<file path="src/rtl/sm_pkg.sv">
package sm_pkg;

   // sequencer state: waiting for a loop, or issuing chunks
   typedef enum logic [0:0] {
      SM_IDLE = 1'b0,
      SM_RUN  = 1'b1
   } sm_state_e;

   // true when v is a power of two and at least 2
   function automatic bit sm_is_pow2(input int v);
      return (v >= 2) && ((v & (v - 1)) == 0);
   endfunction

endpackage

</file>
<file path="src/rtl/sm_len_calc.sv">
module sm_len_calc #(
   parameter int CNT_W = 16,
   parameter int MAXVL = 64,
   parameter int LEN_W = $clog2(MAXVL) + 1
) (
   input  logic             first,
   input  logic [CNT_W-1:0] rem,
   output logic [LEN_W-1:0] len
);
   localparam int MOD_W = $clog2(MAXVL);
   localparam logic [LEN_W-1:0] FULL = LEN_W'(MAXVL);

   generate
      if (CNT_W > MOD_W) begin : g_wide
         // count may exceed one register: first chunk takes the remainder
         logic [MOD_W-1:0] low;
         assign low = rem[MOD_W-1:0];
         always_comb begin
            if (!first)          len = FULL;
            else if (low == '0)  len = FULL;
            else                 len = {{(LEN_W-MOD_W){1'b0}}, low};
         end
      end else begin : g_narrow
         // count always fits in one register: single chunk of rem elements
         logic unused_first;
         assign unused_first = first;
         assign len = LEN_W'(rem);
      end
   endgenerate
endmodule

</file>
<file path="src/rtl/sm_ptr_bank.sv">
module sm_ptr_bank #(
   parameter int ADDR_W     = 32,
   parameter int LEN_W      = 7,
   parameter int ELEM_BYTES = 8,
   parameter int NPTR       = 3
) (
   input  logic                         clk,
   input  logic                         rst_n,
   input  logic                         load,
   input  logic [NPTR-1:0][ADDR_W-1:0]  load_val,
   input  logic                         advance,
   input  logic [LEN_W-1:0]             len,
   output logic [NPTR-1:0][ADDR_W-1:0]  ptr
);
   logic [ADDR_W-1:0] step;

   generate
      if (sm_pkg::sm_is_pow2(ELEM_BYTES)) begin : g_shift
         localparam int SH = $clog2(ELEM_BYTES);
         assign step = ADDR_W'(len) << SH;
      end else begin : g_mult
         assign step = ADDR_W'(len) * ADDR_W'(ELEM_BYTES);
      end
   endgenerate

   generate
      for (genvar i = 0; i < NPTR; i++) begin : g_ptr
         always_ff @(posedge clk) begin
            if (!rst_n)        ptr[i] <= '0;
            else if (load)     ptr[i] <= load_val[i];
            else if (advance)  ptr[i] <= ptr[i] + step;
         end
      end
   endgenerate
endmodule

</file>
<file path="src/rtl/sm_ctrl.sv">
module sm_ctrl #(
   parameter int CNT_W = 16,
   parameter int LEN_W = 7
) (
   input  logic             clk,
   input  logic             rst_n,
   input  logic             start_valid,
   input  logic [CNT_W-1:0] start_count,
   output logic             start_ready,
   input  logic             cmd_ready,
   input  logic [LEN_W-1:0] len,
   output logic             run,
   output logic             first,
   output logic [CNT_W-1:0] rem,
   output logic             load,
   output logic             advance,
   output logic             done
);
   import sm_pkg::*;

   sm_state_e        state;
   logic             start_fire;
   logic             last;
   logic [CNT_W-1:0] len_c;

   assign len_c       = CNT_W'(len);
   assign run         = (state == SM_RUN);
   assign start_ready = (state == SM_IDLE);
   assign start_fire  = start_valid && start_ready;
   assign advance     = run && cmd_ready;
   assign load        = start_fire;
   assign last        = (rem == len_c);

   always_ff @(posedge clk) begin
      if (!rst_n) begin
         state <= SM_IDLE;
         rem   <= '0;
         first <= 1'b0;
         done  <= 1'b0;
      end else begin
         done <= 1'b0;
         if (start_fire) begin
            if (start_count == '0) begin
               done <= 1'b1;
            end else begin
               state <= SM_RUN;
               rem   <= start_count;
               first <= 1'b1;
            end
         end else if (advance) begin
            rem   <= rem - len_c;
            first <= 1'b0;
            if (last) begin
               state <= SM_IDLE;
               done  <= 1'b1;
            end
         end
      end
   end
endmodule

</file>
<file path="src/rtl/stripmine_seq.sv">
module stripmine_seq #(
   parameter int CNT_W      = 16,
   parameter int ADDR_W     = 32,
   parameter int MAXVL      = 64,
   parameter int ELEM_BYTES = 8,
   parameter int LEN_W      = $clog2(MAXVL) + 1
) (
   input  logic              clk,
   input  logic              rst_n,
   input  logic              start_valid,
   output logic              start_ready,
   input  logic [CNT_W-1:0]  start_count,
   input  logic [ADDR_W-1:0] start_src_a,
   input  logic [ADDR_W-1:0] start_src_b,
   input  logic [ADDR_W-1:0] start_dst,
   output logic              cmd_valid,
   input  logic              cmd_ready,
   output logic [LEN_W-1:0]  cmd_len,
   output logic [ADDR_W-1:0] cmd_src_a,
   output logic [ADDR_W-1:0] cmd_src_b,
   output logic [ADDR_W-1:0] cmd_dst,
   output logic              done
);
   localparam int NPTR = 3;

   generate
      if (!sm_pkg::sm_is_pow2(MAXVL)) begin : g_bad_maxvl
         $error("MAXVL must be a power of two, at least 2");
      end
      if (ELEM_BYTES < 1) begin : g_bad_elem
         $error("ELEM_BYTES must be positive");
      end
      if (LEN_W != $clog2(MAXVL) + 1) begin : g_bad_lenw
         $error("LEN_W must stay at its derived value");
      end
   endgenerate

   logic                        run, first, load, advance;
   logic [CNT_W-1:0]            rem;
   logic [NPTR-1:0][ADDR_W-1:0] base, ptr;

   assign base[0] = start_src_a;
   assign base[1] = start_src_b;
   assign base[2] = start_dst;

   sm_ctrl #(.CNT_W(CNT_W), .LEN_W(LEN_W)) u_ctrl (
      .clk(clk), .rst_n(rst_n),
      .start_valid(start_valid), .start_count(start_count),
      .start_ready(start_ready), .cmd_ready(cmd_ready), .len(cmd_len),
      .run(run), .first(first), .rem(rem), .load(load),
      .advance(advance), .done(done)
   );

   sm_len_calc #(.CNT_W(CNT_W), .MAXVL(MAXVL), .LEN_W(LEN_W)) u_len (
      .first(first), .rem(rem), .len(cmd_len)
   );

   sm_ptr_bank #(.ADDR_W(ADDR_W), .LEN_W(LEN_W), .ELEM_BYTES(ELEM_BYTES),
                 .NPTR(NPTR)) u_ptr (
      .clk(clk), .rst_n(rst_n), .load(load), .load_val(base),
      .advance(advance), .len(cmd_len), .ptr(ptr)
   );

   assign cmd_valid = run;
   assign cmd_src_a = ptr[0];
   assign cmd_src_b = ptr[1];
   assign cmd_dst   = ptr[2];
endmodule

</file>
<file path="config.mk">
export PLATFORM = sky130hd
export DESIGN_NAME = stripmine_seq
export DESIGN_NICKNAME = d
export VERILOG_FILES = /design/src/rtl/sm_pkg.sv /design/src/rtl/sm_len_calc.sv /design/src/rtl/sm_ptr_bank.sv /design/src/rtl/sm_ctrl.sv /design/src/rtl/stripmine_seq.sv
export SDC_FILE = /design/constraint.sdc
export NUM_CORES = 1
export LEC_CHECK = 0
export BUFFER_PORTS_ARGS = -buffer_cell sky130_fd_sc_hd__buf_4
export CAP_MARGIN = 20
export CORE_ASPECT_RATIO = 0.5
export CORE_MARGIN = 5
export CORE_UTILIZATION = 32
export DETAILED_ROUTE_END_ITERATION = 10
export HOLD_SLACK_MARGIN = 0.08
export MAX_ROUTING_LAYER = met4
export PLACE_DENSITY = 0.6
export SYNTH_ARGS = -nofsm -noshare
export SYNTH_HDL_FRONTEND = slang
export SYNTH_SLANG_ARGS = --single-unit
</file>
<file path="constraint.sdc">
create_clock -name clk -period 4 [get_ports clk]
set_clock_uncertainty 0.1 [all_clocks]
set_input_delay 0.6 -clock clk [delete_from_list [all_inputs] [get_ports clk]]
set_output_delay 0.6 -clock clk [all_outputs]
set_load 0.005 [all_outputs]
</file>
==> flow_summary.json <==
{
  "yosys.area.top_type_share": 0.335,
  "cts_buffers": 17,
  "cp-endpoint": "u_ctrl.rem[11]",
  "post_cts_resized": 0,
  "drc": 0,
  "synthAdderAreaFrac": 0.0626,
  "fin_tns_setup_ns": 0,
  "worstSetupStartpoint": "u_ctrl.rem[1]",
  "cts_root_buffer": "clkbuf_16",
  "powerDensity_nw_per_um2": 390,
  "leakagePower_nw": 3.84,
  "fin_crit_ns": 3.18,
  "design_power_total_mw": 3.62,
  "seqPwrFrac": 0.377,
  "grt_setup_unrepaired": "no",
  "synthToLayoutAreaGrowth_pct": 35.2,
  "fmax_mhz": 314,
  "drt_iter0_drc": 650,
  "dieArea_um2": 24700,
  "max-cap-violations": 0,
  "layout_commonest_cell": "buf_4",
  "finalSetupViolCount": 0,
  "fp.coreArea_um2": 20800,
  "wl_per_cell_um": 17.6,
  "cts_tree": "done",
  "reg2reg_to": "u_ctrl.rem[11]",
  "n_antenna_cell": 0,
  "grt_pass1_vias": 6867,
  "wl_um": 23500,
  "postLayoutCellArea_um2": 9300,
  "relSlewSlack": 0.294,
  "die_h_um": 114,
  "gr-usage-met3": 0.0406,
  "vias": 7165,
  "use_met2": 0.305,
  "gr-total-overflow": 0,
  "insertion_delay_ns": 0.41,
  "grt-busiest-layer": "met2",
  "vias_per_cell": 5.36,
  "drv_slew": 0,
  "synth_fp_nets": 1000,
  "synth_top_area_cell": "dfxtp_1",
  "num_io_pins": 222,
  "synth_compound_area_frac": 0.255,
  "synth_top_family_by_area": "compound AO/OA/AOI/OAI gates",
  "finalCritPeriodShare": 0.796,
  "netlist_area_um2": 6880,
  "synth-seq-cells": 115,
  "p_int_mw": 2.56,
  "hold_viol_final": 0,
  "async_flop_share": 0,
  "reg2reg_slack_ns": 0.82,
  "port_buffers": 221,
  "clkPwrFrac": 0.393,
  "synthXorXnorAreaFrac": 0.0980,
  "cts_hold_buf": 0,
  "netlist_instances": 852,
  "ir_drop_mv": 0.217,
  "combPwrFrac": 0.231,
  "critPathMaxFanout": 9,
  "htreeDepth": 4,
  "n_fill_cell": 2066,
  "endpoint_kind": "flop",
  "clock-sinks": 115,
  "gp_congestion": 0.876,
  "die_w_um": 217,
  "hold_depth": 3,
  "worst_r2r_path_depth": 10,
  "nNetsFinal": 1202,
  "path_class": "reg2reg",
  "initial_core_util": 0.330,
  "status": "complete, no violations",
  "antenna_found_initial": 0,
  "dp.cells": 1308,
  "clk_pin_slew_ns": 0.05,
  "finalNonFillerCells": 1337,
  "synth-simple-area-share": 0.202,
  "cp.arrival_ns": 3.32,
  "power_switching_share": 0.294,
  "yosysWarnings": 0,
  "worstReg2RegStart": "u_ctrl.rem[1]",
  "required_ns": 4.14,
  "firstDrtPassIters": 5,
  "ant_nets": 0,
  "pre_cts_slack_ns": 0.900,
  "cts_setup_buffers": 0,
  "grt_pass1_wl_um": 36800,
  "tightest_slew_ns": 1.06,
  "hold_slack_ns": 0.347,
  "synthTopCellsByArea": "dfxtp_1, a21oi_1, xnor2_1, o21ai_0, ha_1",
  "ys.flop_type": "dfxtp_1",
  "drive_above_1_share": 0.266,
  "power_switching_mw": 1.07,
  "layout_common_cells": "buf_4, dfxtp_1, a21oi_1",
  "grtUsageTotal": 0.188,
  "synth_seq_area_share": 0.335,
  "worst_slack_ns": 0.817,
  "syn_avg_cell_area_um2": 8.07,
  "grt_max_degree": 113,
  "use_met1": 0.235,
  "muxShareOfSynthArea": 0.00309,
  "start_kind": "flop",
  "clockBufferDepth": 2,
  "hold_class": "in2reg",
  "rows": 37,
  "utilization": 0.446,
  "hpwlAfterDp_um": 17500,
  "ys_types": 64,
  "post_dp_cell_area_um2": 8760,
  "synth_edf_count": 0
}
worst min path at each step:
| stage | from | end | slack, ns |
|---|---|---|---|
| after floorplan | u_ctrl.rem[12] | u_ctrl.rem[12] | 0.34 |
| after global placement | u_ptr.ptr[32] | u_ptr.ptr[32] | 0.34 |
| after detailed placement | u_ptr.ptr[64] | u_ptr.ptr[64] | 0.35 |
| after CTS | start_dst[2] | u_ptr.ptr[66] | 0.33 |
| after global routing | start_src_a[2] | u_ptr.ptr[2] | 0.33 |
| final | start_src_b[2] | u_ptr.ptr[34] | 0.35 |
registers in the layout (all words and copies together) (netlist names):
signal,count
u_ptr.ptr,96
u_ctrl.rem,16
u_ctrl.done,1
u_ctrl.first,1
u_ctrl.run,1
power by group through the flow:
stage	logic [mW]	registers (mW)	clock network (mW)
finish	0.836	1.36	1.42
global route	0.922	1.38	1.52
CTS	0.838	1.36	1.46
detailed placement	0.832	1.39	0
global placement	0.820	1.38	0
floorplan	0.489	1.37	0
cells in the mapped netlist (4+ instances only):
master and count:
a31oi_1 8, o211ai_1 10, nand4_1 17, xnor2_1 41, fa_1 4, a21o_1 5
a311oi_1 6, and3_1 13, xor2_1 36, buf_1 4, o22ai_1 4, clkbuf_1 38
o21a_1 7, and4_1 8, nand2_1 83, a21oi_1 93, and2_1 6, o21ai_1 4
nor4_1 13, dfxtp_1 115, nor2b_1 6, a22oi_1 5, a211oi_1 25, nand2b_1 8
ha_1 28, o221ai_1 9, nor3_1 18, nor2_1 61, o21ai_0 71, nand3_1 27
buf_2 4, o31ai_1 5, inv_1 24
metal layers:
metal,wire length [um],vias up
met4,689,0
met3,1080,48
met5,0,-
li1,-,3515
met2,11300,174
met1,10500,3428
cell families (layout without fill, tap and decap cells):
| group | count (synthesis) | in the layout |
|---|---|---|
| AO/OA/AOI/OAI | 276 | 276 |
| XOR/XNOR | 77 | 77 |
| adder cells (fa/ha/maj) | 32 | 32 |
| buffers and inverters | 73 | 285 |
| flip-flops | 115 | 115 |
| multiplexers | 2 | 2 |
| AND/OR/NAND/NOR | 277 | 277 |
critical path, stage by stage, from the launching register on:
cell and delay [ns]:
dfxtp_1 0.35, or4_1 0.56, o31ai_1 0.27, buf_4 0.22, inv_1 0.05, ha_1 0.24
or4_1 0.54, o32ai_4 0.28, a211oi_1 0.14, a31oi_1 0.17, a31oi_1 0.09
cell type report:
type | instances | area [um2] | share of cell area
Tap cell | 273 | 342 | 0.0367
Sequential cell | 115 | 2300 | 0.248
Clock inverter | 6 | 55.1 | 0.00592
Multi-Input combinational cell | 664 | 4280 | 0.460
Timing Repair Buffer | 232 | 1740 | 0.187
Inverter | 24 | 90.1 | 0.00969
Clock buffer | 23 | 488 | 0.0525
(Power assumes the default switching activity.)
